<file path="src/rtl/ts_target_cmp.sv">
module ts_target_cmp #(
  parameter int SEC_W = 32,
  parameter int NS_W  = 32
) (
  input  logic             clk,
  input  logic             rst_n,
  input  logic [SEC_W-1:0] now_sec,
  input  logic [NS_W-1:0]  now_ns,
  input  logic [SEC_W-1:0] tgt_sec,
  input  logic [NS_W-1:0]  tgt_ns,
  input  logic             arm_wr,
  input  logic             arm_wdata,
  input  logic             sts_clr,
  input  logic             irq_en,
  output logic             hit,
  output logic             armed,
  output logic             sts,
  output logic             irq
);
  localparam int TW = SEC_W + NS_W;

  logic [TW-1:0] now_t, tgt_t;
  logic          reached, fire;

  assign now_t   = {now_sec, now_ns};
  assign tgt_t   = {tgt_sec, tgt_ns};
  assign reached = now_t >= tgt_t;
  assign fire    = armed & reached;

  always_ff @(posedge clk or negedge rst_n) begin
    if (!rst_n) begin
      armed <= 1'b0;
      hit   <= 1'b0;
      sts   <= 1'b0;
    end else begin
      hit <= fire;
      if (fire)        armed <= 1'b0;
      else if (arm_wr) armed <= arm_wdata;
      if (fire)         sts <= 1'b1;
      else if (sts_clr) sts <= 1'b0;
    end
  end

  assign irq = sts & irq_en;
endmodule


</file>
<file path="config.mk">
export PLATFORM = sky130hd
export DESIGN_NAME = ts_target_cmp
export DESIGN_NICKNAME = d
export VERILOG_FILES = /design/src/rtl/ts_target_cmp.sv
export SDC_FILE = /design/constraint.sdc
export NUM_CORES = 1
export LEC_CHECK = 0
export ABC_AREA = 0
export ABC_CLOCK_PERIOD_IN_PS = 1300
export BUFFER_PORTS_ARGS = -buffer_cell sky130_fd_sc_hd__buf_2
export CAP_MARGIN = 20
export CORE_UTILIZATION = 39
export DETAILED_ROUTE_END_ITERATION = 6
export PLACE_DENSITY = 0.8
export SYNTH_ARGS = -nofsm -noshare
export SYNTH_HDL_FRONTEND = slang
export SYNTH_SLANG_ARGS = --single-unit
</file>
<file path="constraint.sdc">
create_clock -name clk -period 1.3 [get_ports clk]
set_clock_uncertainty 0.1 [all_clocks]
set_input_delay 0.26 -clock clk [delete_from_list [all_inputs] [get_ports clk]]
set_output_delay 0.26 -clock clk [all_outputs]
set_load 0.03 [all_outputs]
</file>
==> metrics.txt, run 1 <==
status finished, violations left; failing checks negative setup slack; Routed WL between 4 and 5 mm; Reg power frac between 10% and 20%; met2 GRT Util 42.0%; Syn Std Cell Area approximately 1700 µm²; vias per inst 4.81; ys async rst share 100%; Adder-Cell Fraction of Synth Area 46.5%; Reg clk slew, reported paths 0.03 ns; PortBufs 137; layout cells sized above 1 42.1%; leakage power 1.71 nW; First-pass DRT Iterations 4; Gate power share 66.5%; area post-placement 2600 µm²; Die Wd 68.4 µm; final-layout fill cell count 346; HP Class input port to register; Overflow after GRT 0; final hold viol count 0; Starting Density 41.8%; CTS tree yes; largest family of logic cells by synthesized area adder cells; Die Ht 68.4 µm; non-filler cells, final 437; CP Data Required Time 1.29 ns; pre-CTS setup slack -1.05 ns; Period minus WS final 2.06 ns; crit path max fanout 3; #FFs+latches synth 3; Distinct cells, synth 30; internal power 730 µW; sequential fraction of the synthesis area 4.36%; utilization after layout between 60% and 70%; xor and xnor area share after synthesis 0%; 1st-iter DRT viols 20; Worst EP arrival 2.06 ns; multiplexer share of the synthesized area 0.582%; syn nets 434; cell count after synthesis between 200 and 250; largest net degree at the start of global routing 4; Avg Cell Area, Syn ~7.3 µm²; fin. max-slew vios 0; critical path type input port to register; DP HPWL 4.41 mm; final worst slack -0.764 ns; clock buffer depth 2; YS warnings 0; Post-synth EDFFs 0; number of antenna diodes 0; Slew @ Worst Pin 0.309 ns; Worst-Skew Late Latency about 0.22 ns; first-pass GRT wire length 7.33 mm; clk root buf clkbuf_8; Simple-Gate Fraction of Synth Area between 10% and 20%; Switching Fraction 37.2%; routed vias 2102; Worst setup EP type register; Final Setup Violations 3; final net count 586; part of the cycle the worst path needs 159%; placed cell count 431; die area 4680 µm²; vias in the first global route around 2000; Multi-input gate area 1460 µm²; clk sinks 3; Main synth FF type dfrtp_1; CTS buffer count 3; R2R Setup Slk 0.36 ns; wire length per cell 10.8 µm; met3 GRT Util 4.17%; Top-Level Pins 138; Layout area overhead 59.1%; DRC viols 0; Clock Power Share roughly a quarter; fmax a little under 0.5 GHz; Worst VDD drop 0.258 mV; Yosys top cell by area ha_1; layer with the highest usage met2; RePlAce Congestion 0.786; Synth top area share 46.5%; Rows 23; Sw Pwr 432 µW; Area contributors post-synth ha_1, inv_1, a21oi_1, dfrtp_1, nand4_1; Setup crit start kind input port; GRT Util Overall approximately 20%; initial antenna violation count 0; cell area after layout 2740 µm²; Rel. slew slack 79.3%; Synth Area in Compound Gates 17.4%; CORE AREA 4120 µm²; antenna viol nets, final 0; worst hold slack after final layout 0.211 ns; htree depth 1; unrepaired setup endpoints after global routing true; Power Density 425 nW/µm²; FF/Latch Area 75.1 µm²; max-capacitance violation count 0; met1 GRT Util 19.1%
## layout by cell type, fill, tap and decap left out, types with 6 or more instances in the layout
cell	count
nand3_1	7
a21oi_1	24
buf_2	128
buf_4	9
nand2_1	15
ha_1	60
nand4_1	10
o21ai_0	9
inv_1	63
buf_6	8
nor2_1	6
## per-layer routing
| layer | part of all wire [%] | up-vias |
|---|---|---|
| li1 | - | 1114 |
| met1 | 38 | 891 |
| met2 | 52 | 89 |
| met3 | 8.3 | 8 |
| met4 | 1.8 | 0 |
| met5 | 0 | - |
## power by group through the flow
stage	clock (mW)	combinational [mW]	sequential, mW
floorplan	0	0.362	0.145
global placement	0	0.709	0.119
detailed placement	0	0.739	0.119
CTS	0.274	0.776	0.118
global route	0.289	0.890	0.121
finish	0.270	0.773	0.119
## critical path: stages
cell       delay (ns)
buf_6            0.08
inv_4            0.03
ha_4             0.24
and4_1           0.21
or3b_1           0.33
or4_1            0.42
o2111ai_2        0.08
a31oi_1          0.12
a41oi_2          0.21
nor2_1           0.07
## repair_timing
item                       in CTS  in global routing
buffers inserted                1                  0
hold buffers                    1                  0
setup endpoints to repair       4                  4
pin swaps                       3                  4
resized for setup              14                  3
hold endpoints to repair        3                  0
## state kept, by name, indices dropped and copies added (netlist names)
register	flops
armed	1
hit	1
sts	1
## synth_stat cells, types with 2 or more instances
library cell  count
a211oi_1          4
a21o_1            4
a21oi_1          24
dfrtp_1           3
ha_1             64
inv_1            67
nand2_1          15
nand3_1           7
nand4_1          10
nor2_1            6
nor2b_1           2
nor3_1            4
o21ai_0           9
## final timing paths
| path | start | endpoint | depth (start not counted) |
|---|---|---|---|
| min | sts_clr | sts | 3 |
| max reg2reg | armed | armed | 3 |
| min reg2reg | sts | sts | 1 |
| max in group asynchronous | rst_n | hit | 2 |
| min in group asynchronous | rst_n | armed | 2 |
| max | tgt_ns[11] | armed | 10 |
## area by class of cell
class | count | share of cell area [%]
clock buffer | 4 | 1.65
inverter | 67 | 9.92
multi-input combinational | 166 | 53.3
sequential | 3 | 2.74
tap | 50 | 2.29
timing repair buffer | 147 | 30.1
## stage by stage
stage	TNS, ns	total power [mW]
4_1_cts	-2.22	1.17
3_3_place_gp	-2.89	0.828
2_1_floorplan	-2.14	0.507
5_1_grt	-2.39	1.30
6_report	-2.17	1.16
3_5_place_dp	-3.00	0.859
## cells by family (layout without fill, tap and decap cells)
| family | after synthesis | count (layout) |
|---|---|---|
| buffers and inverters | 67 | 218 |
| adders and majority gates | 64 | 64 |
| and+or+nand+nor | 52 | 52 |
| AOI/OAI and AO/OA | 49 | 49 |
| DFF | 3 | 3 |
| muxes | 1 | 1 |
Power figures use the tool's default switching activity.
==> run 2: changes to the inputs <==
Settings changed: ABC_CLOCK_PERIOD_IN_PS 1300 to 2000, CORE_ASPECT_RATIO from default to 0.5, PLACE_DENSITY 0.8 to 0.79.
Clock period 1.3 ns to 2 ns, I/O delays scaled along.
==> run 2 against run 1 <==
Effect of this change:
- the run still ends with negative setup slack left
- critical path depth unchanged
- sequential power decreased by 36%
- worst setup slack improved by 0.57 ns
- global-route usage decreased by 0.19 points
- sequential cell count unchanged
- via count increased by 1.4%
- critical path type unchanged
- largest cell class unchanged
==> metrics.txt, run 2 (synthesized netlist as in run 1, its figures left out) <==
Overflow after GRT 0 (unchanged); final hold viol count 0 (unchanged); crit path max fanout 3 (unchanged); clk root buf clkbuf_8; first-pass GRT wire length 7.69 mm (+4.9%); 1st-iter DRT viols 16 (-20%); PortBufs 137 (unchanged); CTS tree yes; status finished, violations left; vias per inst 4.77 (-0.89%); Period minus WS final roughly 2.2 ns; final net count 592 (+1.0%); routed vias 2131 (+1.4%); Die Ht 49.0 µm (-28%); RePlAce Congestion 0.788 (+0.25%); Worst EP arrival 2.18 ns (+0.12 ns); Layout area overhead 63.5%; Worst VDD drop 0.272 mV (+5.2%); internal power 484 µW (-34%); final-layout fill cell count 338 (-2.3%); commonest cells after routing, fill and taps aside buf_2, inv_1, ha_1; setup bufs post-CTS 0 (-1); non-filler cells, final 447 (+2.3%); Worst setup EP type register; pre-CTS setup slack -0.520 ns (+0.525 ns); unrepaired setup endpoints after global routing true; Die Wd 95.9 µm (+40%); clock buffer depth 2 (unchanged); largest net degree at the start of global routing 4 (unchanged); fin. max-slew vios 0 (unchanged); leakage power 1.75 nW (+2.3%); Switching Fraction 37.9% (+0.65 points); Pwr Total 779 µW (-33%); Rows 16 (-30%); CORE AREA 4060 µm² (-1.2%); Gate power share 67.1% (+0.6 points); Starting Density 42.3% (+0.53 points); Power Density 277 nW/µm² (-35%); max-capacitance violation count 0 (unchanged); placed cell count 442 (+2.6%); failing checks negative setup slack; DRC viols 0 (unchanged); Worst-Skew Late Latency 0.21 ns (about the same); Reg clk slew, reported paths 0.03 ns (about the same); Top Registers armed x1, hit x1, sts x1; Slew @ Worst Pin 0.279 ns (-0.0301 ns); DP HPWL 4.65 mm (+5.4%); initial antenna violation count 0 (unchanged); number of antenna diodes 0 (unchanged); FF/Latch Area 75.1 µm² (unchanged); area post-placement 2650 µm² (+2.2%); antenna viol nets, final 0 (unchanged); worst hold slack after final layout 0.355 ns (+0.144 ns); Setup crit start kind input port; Clock Power Share 23.1% (-0.2 points); wire length per cell 11.1 µm (+3.1%); most common cell after layout, fill and taps aside buf_2; vias in the first global route 2080 (+4.1%); part of the cycle the worst path needs 110%; cell area after layout 2810 µm² (+2.8%); Rel. slew slack 81.3% (+2.0 points); HP Class input port to register; die area 4700 µm² (+0.35%); Routed WL 4.97 mm (+5.4%); final worst slack -0.196 ns (+0.567 ns); critical path type input port to register; Multi-input gate area 1490 µm² (+2.2%); layout cells sized above 1 43.3% (+1.1 points); htree depth 1 (unchanged); CP Data Required Time 1.99 ns (+0.70 ns); fmax roughly 0.46 GHz; GRT Util Overall 20.2% (-0.19 points); Top-Level Pins 138 (unchanged); Final Setup Violations 3 (unchanged); CTS buffer count 3 (unchanged); Reg power frac 9.8% (-0.4 points); Sw Pwr 295 µW (-32%); First-pass DRT Iterations 4 (unchanged); clk sinks 3 (unchanged)
run 2: power by group through the flow:
stage                     registers (mW)  logic (mW)  clock network, mW
after floorplan                   0.0941       0.236                  0
final                             0.0763       0.522              0.180
after CTS                         0.0762       0.513              0.178
after global placement            0.0764       0.466                  0
after detailed placement          0.0769       0.494                  0
after global routing              0.0770       0.590              0.186
run 2: per-stage QoR:
step | util [%] | setup TNS [ns]
2_1_floorplan | - | -0.459
3_3_place_gp | 65.3 | -1.21
3_5_place_dp | 65.3 | -1.45
4_1_cts | 68.1 | -0.664
5_1_grt | 69.2 | -0.824
6_report | 69.2 | -0.472
run 2: worst paths after layout:
check / startpoint / to / slack [ns] / cells past startpoint
max in group asynchronous: rst_n / armed / 1.27 / 2
min: sts_clr / sts / 0.35 / 3
min reg2reg: sts / sts / 0.41 / 1
max reg2reg: armed / armed / 1.07 / 3
min in group asynchronous: rst_n / hit / 0.41 / 2
max: tgt_ns[11] / armed / -0.20 / 10
run 2: worst max-delay path: stages:
cell and delay (ns):
buf_6 0.07, inv_4 0.03, ha_4 0.25, and4_1 0.20, or3b_1 0.34, or4_4 0.42
o2111ai_2 0.07, a31oi_1 0.13, a41oi_2 0.21, nor2_1 0.07
run 2: area by class of cell:
type | instances | area share, %
Inverter | 67 | 9.65
Clock buffer | 4 | 1.60
Tap cell | 54 | 2.40
Timing Repair Buffer | 153 | 30.6
Multi-Input combinational cell | 166 | 53.0
Sequential cell | 3 | 2.67
run 2: timing repair:
action | CTS | global route
hold endpoints to repair | 3 | 0
pin swaps | 5 | 4
gates resized for setup | 12 | 6
endpoints found under the setup margin | 3 | 3
hold buffers | 1 | 0
run 2: routing by layer:
metal,GRT usage [%],up-vias,share of wire [%]
met5,0,-,0
met4,3.23,0,0
met3,1.71,0,3.5
met2,44.5,44,56
met1,20.1,958,40
li1,-,1129,-
